## src/rtl/pkt_commit_pkg.sv

```systemverilog
package pkt_commit_pkg;
    localparam int NSLOT = 2;
    localparam int SZW   = 4;

    typedef enum logic [2:0] {
        S_COLLECT,
        S_EARLY,
        S_WB,
        S_ST0,
        S_ST1,
        S_DONE
    } pcc_state_e;

    function automatic logic size_legal(input logic [SZW-1:0] sz);
        return (sz == 4'd1) || (sz == 4'd2) || (sz == 4'd4) || (sz == 4'd8);
    endfunction
endpackage

```

## src/rtl/pcc_pred_merge.sv

```systemverilog
module pcc_pred_merge #(
    parameter int NPRED = 4,
    parameter int PW    = 8,
    localparam int PIW  = $clog2(NPRED)
) (
    input  logic                clk,
    input  logic                rst_n,
    input  logic                clr,
    input  logic                we,
    input  logic [PIW-1:0]      idx,
    input  logic [PW-1:0]       val,
    input  logic                commit,
    output logic [NPRED*PW-1:0] arch
);
    for (genvar g = 0; g < NPRED; g++) begin : g_pred
        logic          wr_q;
        logic [PW-1:0] sh_q;
        logic [PW-1:0] ar_q;
        always_ff @(posedge clk or negedge rst_n) begin
            if (!rst_n) begin
                wr_q <= 1'b0;
                sh_q <= '0;
                ar_q <= '0;
            end else begin
                if (clr) begin
                    wr_q <= 1'b0;
                end else if (we && idx == PIW'(g)) begin
                    // repeated writes in one packet merge by AND
                    sh_q <= wr_q ? (sh_q & val) : val;
                    wr_q <= 1'b1;
                end
                if (commit && wr_q) ar_q <= sh_q;
            end
        end
        assign arch[g*PW +: PW] = ar_q;
    end
endmodule

```

## src/rtl/pcc_reg_shadow.sv

```systemverilog
module pcc_reg_shadow #(
    parameter int NREG = 8,
    parameter int DW   = 32,
    localparam int RIW = $clog2(NREG)
) (
    input  logic           clk,
    input  logic           rst_n,
    input  logic           clr,
    input  logic           we,
    input  logic [RIW-1:0] idx,
    input  logic [DW-1:0]  data,
    input  logic           commit,
    input  logic [RIW-1:0] rd_idx,
    output logic [DW-1:0]  rd_data
);
    logic [NREG-1:0][DW-1:0] arch_q;

    for (genvar g = 0; g < NREG; g++) begin : g_reg
        logic          wr_q;
        logic [DW-1:0] sh_q;
        always_ff @(posedge clk or negedge rst_n) begin
            if (!rst_n) begin
                wr_q      <= 1'b0;
                sh_q      <= '0;
                arch_q[g] <= '0;
            end else begin
                if (clr) begin
                    wr_q <= 1'b0;
                end else if (we && idx == RIW'(g)) begin
                    sh_q <= data;
                    wr_q <= 1'b1;
                end
                if (commit && wr_q) arch_q[g] <= sh_q;
            end
        end
    end

    assign rd_data = arch_q[rd_idx];
endmodule

```

## src/rtl/pcc_store_slots.sv

```systemverilog
module pcc_store_slots
    import pkt_commit_pkg::*;
#(
    parameter int AW  = 32,
    parameter int SDW = 64
) (
    input  logic                            clk,
    input  logic                            rst_n,
    input  logic                            clr,
    input  logic                            log_we,
    input  logic                            log_slot,
    input  logic [AW-1:0]                   log_addr,
    input  logic [SZW-1:0]                  log_size,
    input  logic [SDW-1:0]                  log_data,
    input  logic [NSLOT-1:0]                cancel_set,
    input  logic [NSLOT-1:0]                done_set,
    output logic [NSLOT-1:0]                live,
    output logic [NSLOT-1:0][AW-1:0]        slot_addr,
    output logic [NSLOT-1:0][SZW-1:0]       slot_size,
    output logic [NSLOT-1:0][SDW-1:0]       slot_data
);
    for (genvar g = 0; g < NSLOT; g++) begin : g_slot
        logic vld_q, cnl_q, done_q;
        always_ff @(posedge clk or negedge rst_n) begin
            if (!rst_n) begin
                vld_q        <= 1'b0;
                cnl_q        <= 1'b0;
                done_q       <= 1'b0;
                slot_addr[g] <= '0;
                slot_size[g] <= '0;
                slot_data[g] <= '0;
            end else if (clr) begin
                vld_q  <= 1'b0;
                cnl_q  <= 1'b0;
                done_q <= 1'b0;
            end else begin
                if (log_we && log_slot == 1'(g)) begin
                    vld_q        <= 1'b1;
                    slot_addr[g] <= log_addr;
                    slot_size[g] <= log_size;
                    slot_data[g] <= log_data;
                end
                if (cancel_set[g]) cnl_q  <= 1'b1;
                if (done_set[g])   done_q <= 1'b1;
            end
        end
        assign live[g] = vld_q & ~cnl_q & ~done_q;
    end
endmodule

```

## src/rtl/pkt_commit_ctrl.sv

```systemverilog
module pkt_commit_ctrl
    import pkt_commit_pkg::*;
#(
    parameter int AW         = 32,
    parameter int DW         = 32,
    parameter int NREG       = 8,
    parameter int NPRED      = 4,
    parameter int PW         = 8,
    parameter int SDW        = 64,
    parameter int ALIGN_BITS = 2,
    localparam int RIW       = $clog2(NREG),
    localparam int PIW       = $clog2(NPRED)
) (
    input  logic                clk,
    input  logic                rst_n,
    input  logic                pkt_start,
    input  logic                pkt_end,
    input  logic [AW-1:0]       seq_pc,
    input  logic                reg_we,
    input  logic [RIW-1:0]      reg_idx,
    input  logic [DW-1:0]       reg_data,
    input  logic [RIW-1:0]      rd_idx,
    output logic [DW-1:0]       rd_data,
    input  logic                pred_we,
    input  logic [PIW-1:0]      pred_idx,
    input  logic [PW-1:0]       pred_val,
    output logic [NPRED*PW-1:0] pred_out,
    input  logic                br_valid,
    input  logic [AW-1:0]       br_target,
    input  logic [NSLOT-1:0]    cancel_set,
    input  logic                st_we,
    input  logic                st_slot,
    input  logic [AW-1:0]       st_addr,
    input  logic [SZW-1:0]      st_size,
    input  logic [SDW-1:0]      st_data,
    input  logic                ld_req,
    input  logic                ld_slot,
    output logic                ld_go,
    output logic                mem_valid,
    input  logic                mem_ready,
    output logic [AW-1:0]       mem_addr,
    output logic [SZW-1:0]      mem_size,
    output logic [SDW-1:0]      mem_data,
    output logic [AW-1:0]       next_pc,
    output logic                pc_misalign,
    output logic                size_err,
    output logic                pkt_done
);
    pcc_state_e state, nxt;

    logic                       collect, clr, accept, commit, sel, early_need;
    logic [NSLOT-1:0]           live, done_set;
    logic [NSLOT-1:0][AW-1:0]   slot_addr;
    logic [NSLOT-1:0][SZW-1:0]  slot_size;
    logic [NSLOT-1:0][SDW-1:0]  slot_data;
    logic                       br_taken_q;
    logic [AW-1:0]              tgt_q, seq_q;

    assign collect    = (state == S_COLLECT);
    assign clr        = collect && pkt_start;
    assign accept     = collect && !pkt_start;
    assign early_need = accept && !pkt_end && ld_req && !ld_slot && live[1];
    assign ld_go      = accept && !pkt_end && ld_req && !(!ld_slot && live[1]);

    pcc_reg_shadow #(.NREG(NREG), .DW(DW)) u_regs (
        .clk(clk), .rst_n(rst_n), .clr(clr), .we(accept && reg_we),
        .idx(reg_idx), .data(reg_data), .commit(commit),
        .rd_idx(rd_idx), .rd_data(rd_data)
    );

    pcc_pred_merge #(.NPRED(NPRED), .PW(PW)) u_preds (
        .clk(clk), .rst_n(rst_n), .clr(clr), .we(accept && pred_we),
        .idx(pred_idx), .val(pred_val), .commit(commit), .arch(pred_out)
    );

    pcc_store_slots #(.AW(AW), .SDW(SDW)) u_stores (
        .clk(clk), .rst_n(rst_n), .clr(clr),
        .log_we(accept && st_we && size_legal(st_size)),
        .log_slot(st_slot), .log_addr(st_addr), .log_size(st_size),
        .log_data(st_data),
        .cancel_set(accept ? cancel_set : '0), .done_set(done_set),
        .live(live), .slot_addr(slot_addr), .slot_size(slot_size),
        .slot_data(slot_data)
    );

    // state register
    always_ff @(posedge clk or negedge rst_n) begin
        if (!rst_n) state <= S_COLLECT;
        else        state <= nxt;
    end

    always_comb begin
        nxt = state;
        unique case (state)
            S_COLLECT: begin
                if (accept && pkt_end) nxt = S_WB;
                else if (early_need)   nxt = S_EARLY;
            end
            S_EARLY: if (mem_ready) nxt = S_COLLECT;
            S_WB:    nxt = live[0] ? S_ST0 : (live[1] ? S_ST1 : S_DONE);
            S_ST0:   if (mem_ready) nxt = live[1] ? S_ST1 : S_DONE;
            S_ST1:   if (mem_ready) nxt = S_DONE;
            S_DONE:  nxt = S_COLLECT;
            default: nxt = S_COLLECT;
        endcase
    end

    // outputs
    always_comb begin
        mem_valid = 1'b0;
        sel       = 1'b0;
        commit    = 1'b0;
        pkt_done  = 1'b0;
        done_set  = '0;
        unique case (state)
            S_EARLY: begin mem_valid = 1'b1; sel = 1'b1; done_set[1] = mem_ready; end
            S_WB:    commit = 1'b1;
            S_ST0:   begin mem_valid = 1'b1; done_set[0] = mem_ready; end
            S_ST1:   begin mem_valid = 1'b1; sel = 1'b1; done_set[1] = mem_ready; end
            S_DONE:  pkt_done = 1'b1;
            default: ;
        endcase
        mem_addr = slot_addr[sel];
        mem_size = slot_size[sel];
        mem_data = slot_data[sel];
    end

    // per-packet branch, error and pc state
    always_ff @(posedge clk or negedge rst_n) begin
        if (!rst_n) begin
            br_taken_q  <= 1'b0;
            tgt_q       <= '0;
            seq_q       <= '0;
            next_pc     <= '0;
            pc_misalign <= 1'b0;
            size_err    <= 1'b0;
        end else begin
            if (clr) begin
                br_taken_q  <= 1'b0;
                pc_misalign <= 1'b0;
                size_err    <= 1'b0;
            end else if (accept) begin
                if (br_valid && !br_taken_q) begin
                    br_taken_q  <= 1'b1;
                    tgt_q       <= br_target;
                    pc_misalign <= |br_target[ALIGN_BITS-1:0];
                end
                if (st_we && !size_legal(st_size)) size_err <= 1'b1;
                if (pkt_end) seq_q <= seq_pc;
            end
            if (commit) next_pc <= br_taken_q ? tgt_q : seq_q;
        end
    end
endmodule

```

## config.mk

```make
export PLATFORM = sky130hd
export DESIGN_NAME = pkt_commit_ctrl
export DESIGN_NICKNAME = d
export VERILOG_FILES = /design/src/rtl/pkt_commit_pkg.sv /design/src/rtl/pcc_pred_merge.sv /design/src/rtl/pcc_reg_shadow.sv /design/src/rtl/pcc_store_slots.sv /design/src/rtl/pkt_commit_ctrl.sv
export SDC_FILE = /design/constraint.sdc
export NUM_CORES = 1
export LEC_CHECK = 0
export ABC_AREA = 1
export BUFFER_PORTS_ARGS = -buffer_cell sky130_fd_sc_hd__buf_4
export CELL_PAD_IN_SITES_DETAIL_PLACEMENT = 0
export CELL_PAD_IN_SITES_GLOBAL_PLACEMENT = 1
export CORE_ASPECT_RATIO = 1.25
export CORE_UTILIZATION = 49
export CTS_BUF_LIST = sky130_fd_sc_hd__clkbuf_8
export CTS_CLUSTER_SIZE = 8
export DETAILED_ROUTE_END_ITERATION = 6
export PLACE_DENSITY = 0.85
export SETUP_SLACK_MARGIN = 0.4
export SLEW_MARGIN = 40
export SYNTH_ARGS = -nofsm -noshare
export SYNTH_HDL_FRONTEND = slang
export SYNTH_SLANG_ARGS = --single-unit
```

## constraint.sdc

```tcl
create_clock -name clk -period 4.9 [get_ports clk]
set_input_delay 0.245 -clock clk [delete_from_list [all_inputs] [get_ports clk]]
set_output_delay 0.245 -clock clk [all_outputs]
set_load 0.01 [all_outputs]
```

==> metrics.csv <==
stage;metric;value;unit
run_status;status;complete, no violations;
setup_path;cp_top_family;buffers and inverters;
synth;ys.flop_type;dfrtp_1;
synth;syn_avg_cell_area;8.45;um2
clock_network;cts_hold_buffers;235;
clock_network;post_cts_buffers;0;
timing;finalSetupViolations;0;
timing;slew_violations;0;
power_and_ir_drop;swShare;0.354;
finish;nNetsFinal;5230;
route;wl_met2;55300;um
global_route;grt_pass1_vias;31600;
synth;yosysUniqueCellTypes;23;
setup_path;worstPathRequired;4.66;ns
route;wire_per_inst;18.6;um
route;postRouteAntennaNets;0;
global_route;grt_max_degree;160;
finish;seq_area;22400;um2
route;drt_iter0_drc;2626;
run;drv_cap;0;
synth;synth_top_area_frac;0.602;
worst_hold_path;hold_class;input port to flop;
synth;yosys_warnings;0;
setup_path;path_cells;inv_2 > nand2_1 > nor2_1 > inv_1 > o21ai_4 > inv_2 > buf_4 > nand2_1 > nand2_1 > buf_4;
synth;synth-seq-cells;896;
clock_network;cts_tree;yes;
synth;yosysMostFrequentCell;nand2_1;
finish;multi_input_area;12600;um2
synth;syn-instance-count;4409;
placed_design;port_buffers;426;
synth;syn-num-nets;4635;
placed_design;gp_congestion;0.862;
timing;finalSetupTns;0;ns
route;top_layer_used;met5;
timing;hold-worst-slack;0.116;ns
timing;setup_slack;1.22;ns
setup_path;cpMaxStageDelayCell;buf_4;
setup_path;cp_slowest_stage_delay;0.62;ns
route;viasPerCell;5.21;
placed_design;preCtsSetupSlack;1.99;ns
die;rows;112;
die;initial_core_util;0.497;
route;drc;0;
finish;drive_above_1_share;0.138;
setup_path;start_kind;flop;
global_route;grt-ovfl-total;0;
route;met3WireLength;6950;um
timing;rsz0062_at_grt;no;
synth;yosysTopAreaCell;dfrtp_1;
power_and_ir_drop;irDropWorstVdd;0.000337;V
clock_network;path_clk_slew;0.06;ns
power_and_ir_drop;p_comb_frac;0.294;
power_and_ir_drop;p_leak;24.2;nW
die;fp.coreArea;75000;um2
power_and_ir_drop;p_switching;0.00920;W
timing;skew;0.0283;ns
timing;post-route-period-util;0.751;
timing;clock.fmax;0.272;GHz
clock_network;clock_latency;0.81;ns
setup_path;cpMostUsedCell;nand2_1;
route;wirelength;113000;um
power_and_ir_drop;seqPwrFrac;0.466;
route;met1Wirelength;46600;um
setup_path;path_class;flop to output pin;
global_route;grt_usage;0.297;
route;drtPass1Iterations;5;
placed_design;hpwl;68200;um
setup_path;cp_data_arrival_time;3.43;ns
synth;synth_common_cells;nand2_1, dfrtp_1, o21ai_0;
die;ios;427;
timing;worst_slew_pin_slew;0.875;ns
global_route;antenna_found_initial;16;
die;dieArea;77100;um2
synth;syn_area;37200;um2
die;fp.dieW;249;um
clock_network;root_buffer;clkbuf_8;
clock_network;cts_htree_levels;4;
finish;fillers;6767;
synth;synth-edff-count;0;
setup_path;worst-path-buf-inv;5;
power_and_ir_drop;power_density;560;nW/um2
synth;async_flop_share;1.00;
global_route;grt_pass1_wl;178000;um
setup_path;end_kind;output pin;
clock_network;cts_sinks;896;
timing;max_slew_margin;0.415;
setup_path;r2r_slack;1.72;ns
power_and_ir_drop;p_clk_frac;0.240;
synth;ys_seq_area_frac;0.602;
setup_path;crit_fanout;57;
clock_network;cts.repair.resized;0;
timing;hold_viol;0;
power_and_ir_drop;p_int;0.0168;W
clock_network;cts_made_buffers;146;
route;vias;31700;
die;die_h;310;um
synth;synth.area.top_cells;dfrtp_1, nand2_1, o21ai_0;
timing;finalCriticalPeriod;3.68;ns
clock_network;cts_buffer_depth;3;
finish;area_growth;24.4;%
worst paths after layout:
kind,start,to,cells after the start
max in group asynchronous,rst_n,u_preds.g_pred[2].sh_q[3]$_DFFE_PN0P_,6
worst max-delay path,state[0]$_DFFE_PN0P_,mem_data[15],10
min in group asynchronous,rst_n,u_regs.g_reg[7].sh_q[9]$_DFFE_PN0P_,3
worst min-delay path,pred_we,u_preds.g_pred[3].sh_q[5]$_DFFE_PN0P_,5
worst max register to register,state[0]$_DFFE_PN0P_,u_preds.g_pred[3].sh_q[6]$_DFFE_PN0P_,9
worst min register to register,u_regs.arch_q[181]$_DFFE_PN0P_,u_regs.arch_q[181]$_DFFE_PN0P_,2
kinds of logic after synthesis:
group                  Yosys count  synth area share
DFF                            896             0.602
buffers and inverters          550            0.0594
and+or+nand+nor               2100             0.221
AOI/OAI and AO/OA              863             0.117
metal layers:
metal / up-vias / GRT usage
met2: 936 / 0.497
met1: 15300 / 0.374
met4: 2 / 0.128
met3: 234 / 0.0632
met5: - / 0
li1: 15200 / -
state kept, by name (all words and copies together) (netlist names), 32 cells and up:
signal,flops
seq_q,32
u_stores.slot_data,128
u_regs.g.sh_q,256
tgt_q,32
next_pc,32
u_preds.g_pred.ar_q,32
u_preds.g_pred.sh_q,32
u_regs.arch_q,256
u_stores.slot_addr,64
layout make-up:
type,count,share of cell area
clock inverters,73,0.00786
well taps,969,0.0262
multi-input cells,2963,0.273
repair buffers,727,0.135
clock buffers,173,0.0514
inverters,270,0.0219
flip-flops and latches,896,0.484
diodes,15,0.000810
cell usage in the layout (no fill, tap or decap), types with 8 or more instances in the layout:
master,Yosys,routed
a21oi_1,45,45
a31oi_1,32,32
buf_12,0,8
buf_4,10,473
clkbuf_8,0,173
dfrtp_1,896,896
diode_2,0,15
dlygate4sd3_1,0,237
inv_1,266,316
nand2_1,1605,1603
nand3_1,204,203
nand4_1,11,11
nor2_1,267,265
o21ai_0,768,768
o21ai_1,14,13
worst min-delay path, cell delays in order:
cell,delay (ns)
buf_4,0.12
inv_1,0.08
nor2_4,0.07
nand4_1,0.26
a21oi_1,0.11
power groups by stage:
stage / Combinational [W] / Clock, W / Sequential [W]
floorplan: 0.00439 / 0 / 0.0118
global placement: 0.00727 / 0 / 0.0121
detailed placement: 0.00743 / 0 / 0.0121
CTS: 0.00767 / 0.00637 / 0.0120
global route: 0.00864 / 0.00669 / 0.0124
finish: 0.00763 / 0.00623 / 0.0121
per-stage QoR:
stage,std cells,power [W],area [um2],util
2_1_floorplan,4409,0.0162,37200,-
3_3_place_gp,5582,0.0193,41000,0.547
3_5_place_dp,5582,0.0196,41000,0.547
4_1_cts,6063,0.0261,46100,0.615
5_1_grt,6086,0.0277,46300,0.618
6_report,6086,0.0260,46300,0.618
Note: power is estimated with default switching activity, not from simulation.
